--- src/rtl/phy_bringup_pkg.sv ---
package phy_bringup_pkg;

   typedef enum logic [3:0] {
      ST_IDLE,
      ST_WR_DRV,
      ST_WR_TAPEN,
      ST_WR_TAPSEL,
      ST_WR_PDOFF,
      ST_WAIT_PD,
      ST_WR_PDON,
      ST_CAL_RD,
      ST_CAL_CHK,
      ST_CAL_GAP,
      ST_WR_BAND,
      ST_WR_DLLEN,
      ST_DLL_RD,
      ST_DLL_CHK,
      ST_DLL_GAP,
      ST_FIN
   } seq_state_e;

   // register byte offsets decoded by the PHY
   localparam logic [7:0] OFS_CTRL_A = 8'h00;
   localparam logic [7:0] OFS_CTRL_B = 8'h18;
   localparam logic [7:0] OFS_STAT   = 8'h20;

   // status bit positions
   localparam int STAT_CAL_BIT = 6;
   localparam int STAT_DLL_BIT = 5;

   // fixed masked words
   localparam logic [31:0] WD_TAP_EN   = 32'h0800_0800;
   localparam logic [31:0] WD_TAP_SEL4 = 32'h0780_0200;
   localparam logic [31:0] WD_PD_DLL_0 = 32'h0003_0000;
   localparam logic [31:0] WD_PD_ON    = 32'h0001_0001;
   localparam logic [31:0] WD_DLL_ON   = 32'h0002_0002;
   localparam logic [31:0] WM_DRV      = 32'h0070_0000;
   localparam logic [31:0] WM_BAND     = 32'h3000_0000;

endpackage

--- src/rtl/phy_code_map.sv ---
module phy_code_map #(
   parameter int IMP_W  = 8,
   parameter int FREQ_W = 32
) (
   input  logic [IMP_W-1:0]  imp_ohm,
   input  logic [FREQ_W-1:0] freq_hz,
   output logic [2:0]        drv_code,
   output logic [1:0]        band_code
);
   localparam int NUM_TH = 3;
   localparam logic [31:0] BAND_TH [NUM_TH] = '{32'd75_000_000, 32'd125_000_000, 32'd175_000_000};

   if (IMP_W < 7) begin : g_imp_chk
      $error("phy_code_map: IMP_W must hold 100");
   end
   if (FREQ_W < 28 || FREQ_W > 32) begin : g_freq_chk
      $error("phy_code_map: FREQ_W must be 28..32");
   end

   always_comb begin
      if (imp_ohm == IMP_W'(33))       drv_code = 3'd1;
      else if (imp_ohm == IMP_W'(40))  drv_code = 3'd4;
      else if (imp_ohm == IMP_W'(66))  drv_code = 3'd2;
      else if (imp_ohm == IMP_W'(100)) drv_code = 3'd3;
      else                             drv_code = 3'd0;
   end

   logic [NUM_TH-1:0] at_or_above;
   for (genvar g = 0; g < NUM_TH; g++) begin : g_th
      assign at_or_above[g] = (freq_hz >= FREQ_W'(BAND_TH[g]));
   end

   logic [1:0] steps;
   always_comb begin
      steps = 2'd0;
      for (int k = 0; k < NUM_TH; k++) steps = steps + 2'(at_or_above[k]);
      band_code = (freq_hz == '0) ? 2'd0 : 2'(steps + 2'd1);
   end

endmodule

--- src/rtl/phy_wait_timer.sv ---
module phy_wait_timer #(
   parameter int CW = 8
) (
   input  logic          clk,
   input  logic          rst_n,
   input  logic          load,
   input  logic [CW-1:0] load_val,
   output logic          expired
);
   logic [CW-1:0] cnt_q;

   always_ff @(posedge clk or negedge rst_n) begin
      if (!rst_n)              cnt_q <= '0;
      else if (load)           cnt_q <= load_val;
      else if (cnt_q != '0)    cnt_q <= cnt_q - 1'b1;
   end

   assign expired = (cnt_q == '0);

   AST_TIMER_COUNTS_DOWN: assert property (@(posedge clk) disable iff (!rst_n)
      (!load && !expired) |=> (cnt_q == $past(cnt_q) - 1'b1));

endmodule

--- src/rtl/phy_bringup_seq.sv ---
module phy_bringup_seq
   import phy_bringup_pkg::*;
#(
   parameter int CYC_PER_US = 100,
   parameter int PD_WAIT_US = 3,
   parameter int CAL_GAP_US = 10,
   parameter int DLL_GAP_US = 10000,
   parameter int CAL_TRIES  = 5,
   parameter int DLL_TRIES  = 5,
   parameter int IMP_W      = 8,
   parameter int FREQ_W     = 32,
   parameter int ADDR_W     = 8
) (
   input  logic              clk,
   input  logic              rst_n,
   input  logic              start,
   input  logic [IMP_W-1:0]  imp_ohm,
   input  logic [FREQ_W-1:0] freq_hz,
   output logic              bus_wr,
   output logic              bus_rd,
   output logic [ADDR_W-1:0] bus_addr,
   output logic [31:0]       bus_wdata,
   input  logic [31:0]       bus_rdata,
   output logic              busy,
   output logic              done,
   output logic              cal_timeout,
   output logic              dll_timeout
);
   localparam int PD_CYC  = PD_WAIT_US * CYC_PER_US;
   localparam int CAL_CYC = CAL_GAP_US * CYC_PER_US;
   localparam int DLL_CYC = DLL_GAP_US * CYC_PER_US;
   localparam int MAX_CYC = (PD_CYC > CAL_CYC) ? ((PD_CYC > DLL_CYC) ? PD_CYC : DLL_CYC)
                                               : ((CAL_CYC > DLL_CYC) ? CAL_CYC : DLL_CYC);
   localparam int CW      = $clog2(MAX_CYC + 1);
   localparam int MAX_TRY = (CAL_TRIES > DLL_TRIES) ? CAL_TRIES : DLL_TRIES;
   localparam int TW      = $clog2(MAX_TRY + 1);

   if (CYC_PER_US < 1 || PD_WAIT_US < 1 || CAL_GAP_US < 1 || DLL_GAP_US < 1) begin : g_wait_chk
      $error("phy_bringup_seq: waits must be at least one cycle");
   end
   if (CAL_TRIES < 1 || DLL_TRIES < 1) begin : g_try_chk
      $error("phy_bringup_seq: retry limits must be positive");
   end
   if (ADDR_W < 6) begin : g_addr_chk
      $error("phy_bringup_seq: ADDR_W must reach offset 0x20");
   end

   seq_state_e state_q, state_d;
   logic [2:0]    drv_q;
   logic [1:0]    band_q;
   logic          fnz_q;
   logic [TW-1:0] tries_q;
   logic [2:0]    drv_map;
   logic [1:0]    band_map;
   logic          tmr_load, tmr_exp;
   logic [CW-1:0] tmr_val;
   logic          poll_hit, poll_last;

   phy_code_map #(.IMP_W(IMP_W), .FREQ_W(FREQ_W)) u_map (
      .imp_ohm   (imp_ohm),
      .freq_hz   (freq_hz),
      .drv_code  (drv_map),
      .band_code (band_map)
   );

   phy_wait_timer #(.CW(CW)) u_tmr (
      .clk      (clk),
      .rst_n    (rst_n),
      .load     (tmr_load),
      .load_val (tmr_val),
      .expired  (tmr_exp)
   );

   // the status bit under test depends on the poll phase
   logic [4:0] stat_idx;
   assign stat_idx  = (state_q == ST_DLL_CHK) ? 5'(STAT_DLL_BIT) : 5'(STAT_CAL_BIT);
   assign poll_hit  = bus_rdata[stat_idx];
   assign poll_last = (state_q == ST_DLL_CHK) ? (tries_q == TW'(DLL_TRIES - 1))
                                              : (tries_q == TW'(CAL_TRIES - 1));

   always_comb begin
      state_d  = state_q;
      tmr_load = 1'b0;
      tmr_val  = '0;
      unique case (state_q)
         ST_IDLE:      if (start) state_d = ST_WR_DRV;
         ST_WR_DRV:    state_d = ST_WR_TAPEN;
         ST_WR_TAPEN:  state_d = ST_WR_TAPSEL;
         ST_WR_TAPSEL: state_d = ST_WR_PDOFF;
         ST_WR_PDOFF: begin
            state_d  = ST_WAIT_PD;
            tmr_load = 1'b1;
            tmr_val  = CW'(PD_CYC - 1);
         end
         ST_WAIT_PD:   if (tmr_exp) state_d = ST_WR_PDON;
         ST_WR_PDON:   state_d = ST_CAL_RD;
         ST_CAL_RD:    state_d = ST_CAL_CHK;
         ST_CAL_CHK: begin
            if (poll_hit || poll_last) state_d = ST_WR_BAND;
            else begin
               state_d  = ST_CAL_GAP;
               tmr_load = 1'b1;
               tmr_val  = CW'(CAL_CYC - 1);
            end
         end
         ST_CAL_GAP:   if (tmr_exp) state_d = ST_CAL_RD;
         ST_WR_BAND:   state_d = ST_WR_DLLEN;
         ST_WR_DLLEN:  state_d = fnz_q ? ST_DLL_RD : ST_FIN;
         ST_DLL_RD:    state_d = ST_DLL_CHK;
         ST_DLL_CHK: begin
            if (poll_hit || poll_last) state_d = ST_FIN;
            else begin
               state_d  = ST_DLL_GAP;
               tmr_load = 1'b1;
               tmr_val  = CW'(DLL_CYC - 1);
            end
         end
         ST_DLL_GAP:   if (tmr_exp) state_d = ST_DLL_RD;
         ST_FIN:       state_d = ST_IDLE;
         default:      state_d = ST_IDLE;
      endcase
   end

   always_ff @(posedge clk or negedge rst_n) begin
      if (!rst_n) begin
         state_q     <= ST_IDLE;
         drv_q       <= '0;
         band_q      <= '0;
         fnz_q       <= 1'b0;
         tries_q     <= '0;
         cal_timeout <= 1'b0;
         dll_timeout <= 1'b0;
      end else begin
         state_q <= state_d;
         if (state_q == ST_IDLE && start) begin
            drv_q       <= drv_map;
            band_q      <= band_map;
            fnz_q       <= (freq_hz != '0);
            cal_timeout <= 1'b0;
            dll_timeout <= 1'b0;
         end
         if (state_q == ST_WR_PDON || state_q == ST_WR_DLLEN) tries_q <= '0;
         if ((state_q == ST_CAL_CHK || state_q == ST_DLL_CHK) && !poll_hit) begin
            if (poll_last) begin
               if (state_q == ST_CAL_CHK) cal_timeout <= 1'b1;
               else                       dll_timeout <= 1'b1;
            end else begin
               tries_q <= tries_q + 1'b1;
            end
         end
      end
   end

   always_comb begin
      bus_wr    = 1'b0;
      bus_rd    = 1'b0;
      bus_addr  = ADDR_W'(OFS_CTRL_A);
      bus_wdata = '0;
      unique case (state_q)
         ST_WR_DRV:    begin bus_wr = 1'b1; bus_addr = ADDR_W'(OFS_CTRL_B); bus_wdata = WM_DRV | {25'd0, drv_q, 4'd0}; end
         ST_WR_TAPEN:  begin bus_wr = 1'b1; bus_wdata = WD_TAP_EN; end
         ST_WR_TAPSEL: begin bus_wr = 1'b1; bus_wdata = WD_TAP_SEL4; end
         ST_WR_PDOFF:  begin bus_wr = 1'b1; bus_addr = ADDR_W'(OFS_CTRL_B); bus_wdata = WD_PD_DLL_0; end
         ST_WR_PDON:   begin bus_wr = 1'b1; bus_addr = ADDR_W'(OFS_CTRL_B); bus_wdata = WD_PD_ON; end
         ST_WR_BAND:   begin bus_wr = 1'b1; bus_wdata = WM_BAND | {18'd0, band_q, 12'd0}; end
         ST_WR_DLLEN:  begin bus_wr = 1'b1; bus_addr = ADDR_W'(OFS_CTRL_B); bus_wdata = WD_DLL_ON; end
         ST_CAL_RD, ST_DLL_RD: begin bus_rd = 1'b1; bus_addr = ADDR_W'(OFS_STAT); end
         default: ;
      endcase
   end

   assign busy = (state_q != ST_IDLE);
   assign done = (state_q == ST_FIN);

   AST_MASKED_WRITE: assert property (@(posedge clk) disable iff (!rst_n)
      bus_wr |-> ((bus_wdata[15:0] & ~bus_wdata[31:16]) == 16'd0));
   AST_NO_RW_OVERLAP: assert property (@(posedge clk) disable iff (!rst_n)
      !(bus_wr && bus_rd));
   AST_READ_STATUS_ONLY: assert property (@(posedge clk) disable iff (!rst_n)
      bus_rd |-> (bus_addr == ADDR_W'(OFS_STAT)));
   AST_DONE_ONE_CYCLE: assert property (@(posedge clk) disable iff (!rst_n)
      done |=> !done);
   AST_FLAGS_HOLD_IDLE: assert property (@(posedge clk) disable iff (!rst_n)
      (!busy && !start) |=> $stable({cal_timeout, dll_timeout}));
   AST_BUSY_START_KEEPS_FLAGS: assert property (@(posedge clk) disable iff (!rst_n)
      (busy && start && cal_timeout) |=> cal_timeout);
   AST_IDLE_QUIET: assert property (@(posedge clk) disable iff (!rst_n)
      !busy |-> (!bus_wr && !bus_rd && !done));
   AST_NO_DLL_POLL_AT_ZERO: assert property (@(posedge clk) disable iff (!rst_n)
      (state_q == ST_WR_DLLEN && !fnz_q) |=> done);

endmodule

--- config.mk ---
export PLATFORM = sky130hd
export DESIGN_NAME = phy_bringup_seq
export DESIGN_NICKNAME = d
export VERILOG_FILES = /design/src/rtl/phy_bringup_pkg.sv /design/src/rtl/phy_code_map.sv /design/src/rtl/phy_wait_timer.sv /design/src/rtl/phy_bringup_seq.sv
export SDC_FILE = /design/constraint.sdc
export NUM_CORES = 1
export LEC_CHECK = 0
export BUFFER_PORTS_ARGS = -buffer_cell sky130_fd_sc_hd__buf_2
export CAP_MARGIN = 20
export CORE_MARGIN = 5
export CORE_UTILIZATION = 43
export DETAILED_ROUTE_END_ITERATION = 10
export GPL_TIMING_DRIVEN = 0
export PLACE_DENSITY = 0.77
export SLEW_MARGIN = 20
export SYNTH_ARGS = -nofsm -noshare
export SYNTH_HDL_FRONTEND = slang
export SYNTH_SLANG_ARGS = --single-unit
export TNS_END_PERCENT = 10
--- constraint.sdc ---
create_clock -name clk -period 2.19 [get_ports clk]
set_input_delay 0.438 -clock clk [delete_from_list [all_inputs] [get_ports clk]]
set_output_delay 0.438 -clock clk [all_outputs]
set_load 0.03 [all_outputs]
==> metrics <==
Initial DRC Count=214; combinational fraction of design power=0.115; I/O Buffers=74; GRT Total Usage=0.187; Final min period=2150 ps; placed inst area=roughly 3200 µm²; Max Fclk=~460 MHz; wire per inst=13.9 µm; Clock Tree Buf Depth=2; Design Area, Final=3390 µm²; met2 wire length=3430 µm; Crit Path Max Fanout=10; Avg Cell Area, Syn=a little over 8 µm²; Die X=88.4 µm; MaxCap Viol Count=0; P_int=1.08 mW; Power Dens Cells=420 nW/µm²; TritonCTS clock tree=done; area of the die=around 7800 µm²; initial antenna violation count=0; final hold vios=0; startpoint types=flip-flop; share of layout cells above drive strength 1=0.328; Worst-Skew Late Latency=300 ps; vias in the first global route=2675; Slew Limit Fails=0; RePlAce Congestion=0.818; Final nets=around 500; number of setup buffers added after CTS=0; Min Hold Slack=207 ps; htree depth=2; post-synthesis cell count=328; RSZ-0062 raised after global routing=true; Sw Ratio=0.243; critical path required time=1750 ps; worst slew pin tran=773 ps; post-synthesis instance area=2650 µm²; synthesis-stage register bit count=35; Starting Density=0.444; Antenna Cells=0; Synth Flop Type=dfrtp_1; Post-synth ARST share=1.00; kind of critical path=flip-flop to primary output; leakage power=roughly 1.6 nW; r2r setup slk=between 100 and 150 ps; Clock Tree Root=clkbuf_8; total gr overflow=0; routed vias=2674; Area growth, synth to finish=28.1%; Slew headroom=0.484; worst IR drop on VDD=0.352 mV; Vias/cell=5.36; Final Setup Violations=0; Met1 Wirelength=2980 µm; Initial DRT Pass Iterations=4; Seq pwr share=0.454; sequential element share of the synthesized area=0.331; synth unique cells=55; dpl hpwl=between 5000 and 6000 µm; worst clock skew=6.72 ps; first-pass GRT wire length=between 10000 and 15000 µm; final WL=slightly below 7000 µm; Met3 Wirelength=440 µm; Worst Hold Class=input port to asynchronous set/reset pin; DRC violations left=0; Post-DRT Antenna Nets=0; Yosys warnings=0; largest net degree at the start of global routing=36; CP Capture Type=primary output; CTS Sinks=35; outcome=complete, no violations; Die H=between 80 and 90 µm; setup TNS=0 ps; Net Sw Power=~350 µW; core area=approximately 6000 µm²; Clk network pwr share=0.432; top routing layer used=met4; Tcrit/Tclk final=0.984; Num CTS Buffers=5; Core Rows=28; Reg clk slew, reported paths=around 70 ps; Worst EP arrival=1720 ps; Ports=approximately 120; Post-synth EDFFs=0
[final timing paths]
path / endpoint / depth (start not counted) / start
worst max-delay path: bus_addr[4] / 6 / state_q[0]
max in group asynchronous: band_q[0] / 1 / rst_n
min in group clk: state_q[0] / 3 / start
worst max register to register: u_tmr.cnt_q[17] / 5 / u_tmr.cnt_q[12]
worst min-delay path: state_q[2] / 1 / rst_n
worst min register to register: drv_q[1] / 2 / drv_q[1]
[final cells by class]
class / count / area (µm²)
multi-input cells: 258 / 1600
well taps: 75 / 93.8
inverters: 12 / 45.0
plain buffers: 37 / 264
clock buffers: 6 / 82.6
flip-flops and latches: 35 / 876
clock inverters: 2 / 35.0
fillers: 553 / 2570
repair buffers: 74 / 388
[cells in the final DEF, fill, tap and decap left out, drive strengths merged, types with 9 or more instances in the layout]
cell type,n
buf,106
dfrtp,35
nand2,32
nor2,26
nor3,23
nand3,18
o21ai,18
conb,16
a21oi,15
inv,12
xnor2,12
nor4,12
clkbuf,11
and2,9
[state kept, by name, indices dropped and copies added (netlist names)]
register,cells
band_q,2
tries_q,3
cal_timeout,1
dll_timeout,1
drv_q,3
fnz_q,1
u_tmr.cnt_q,20
state_q,4
[per-layer routing]
| layer | track usage | vias to the layer above |
|---|---|---|
| met3 | 0.0512 | 12 |
| met5 | 0 | - |
| met2 | 0.323 | 83 |
| met1 | 0.226 | 1236 |
| met4 | 0.0577 | 0 |
| li1 | - | 1343 |
[per-stage QoR]
stage	cells	utilization	total power, mW	setup WS [ps]
after floorplan	343	-	0.745	-236
after detailed placement	492	0.533	0.820	-280
after global routing	499	0.569	1.49	-103
final	499	0.569	1.42	35.1
after CTS	499	0.560	1.43	3.29
after global placement	492	0.533	0.817	-263
[power groups by stage]
stage | combinational (mW) | clock [mW] | sequential, mW
finish | 0.163 | 0.614 | 0.646
detailed placement | 0.161 | 0 | 0.658
global route | 0.180 | 0.662 | 0.646
CTS | 0.162 | 0.621 | 0.646
global placement | 0.158 | 0 | 0.658
floorplan | 0.0861 | 0 | 0.659
[worst max-delay path: stages, from the launching register on]
cell     delay, ps
dfrtp_1        330
buf_4          160
inv_1          130
or3_1          400
o22ai_2        120
buf_4          130
buf_4          150
[logic make-up (layout without fill, tap and decap cells)]
family,count (synthesis),in the layout,synth area share
AND/OR/NAND/NOR,153,153,0.313
AO/OA/AOI/OAI,69,69,0.169
buffers and inverters,50,131,0.112
flip-flops,35,35,0.331
XOR/XNOR,15,15,0.0497
adder cells (fa/ha/maj),5,5,0.0237
other,1,16,0.00142
[synthesized netlist by cell type, types with 6 or more instances]
library cell / instances / area [µm²]
nand2b_1: 6 / 37.5
nor2_1: 26 / 97.6
a21oi_1: 15 / 75.1
nor4_1: 11 / 68.8
nand2_1: 31 / 116
buf_4: 28 / 210
o21ai_0: 17 / 85.1
xnor2_1: 12 / 105
dfrtp_1: 35 / 876
inv_1: 12 / 45.0
clkbuf_1: 6 / 22.5
and2_1: 8 / 50.1
nand3_1: 18 / 90.1
nor3_1: 21 / 105
[what timing repair did]
| item | 4_1_cts | 5_1_grt |
|---|---|---|
| hold endpoints to repair | 0 | 0 |
| pin swaps | 1 | 2 |
| hold buffers | 0 | 0 |
| resized for setup | 15 | 22 |
| setup endpoints to repair | 34 | 32 |
Power figures use the tool's default switching activity.
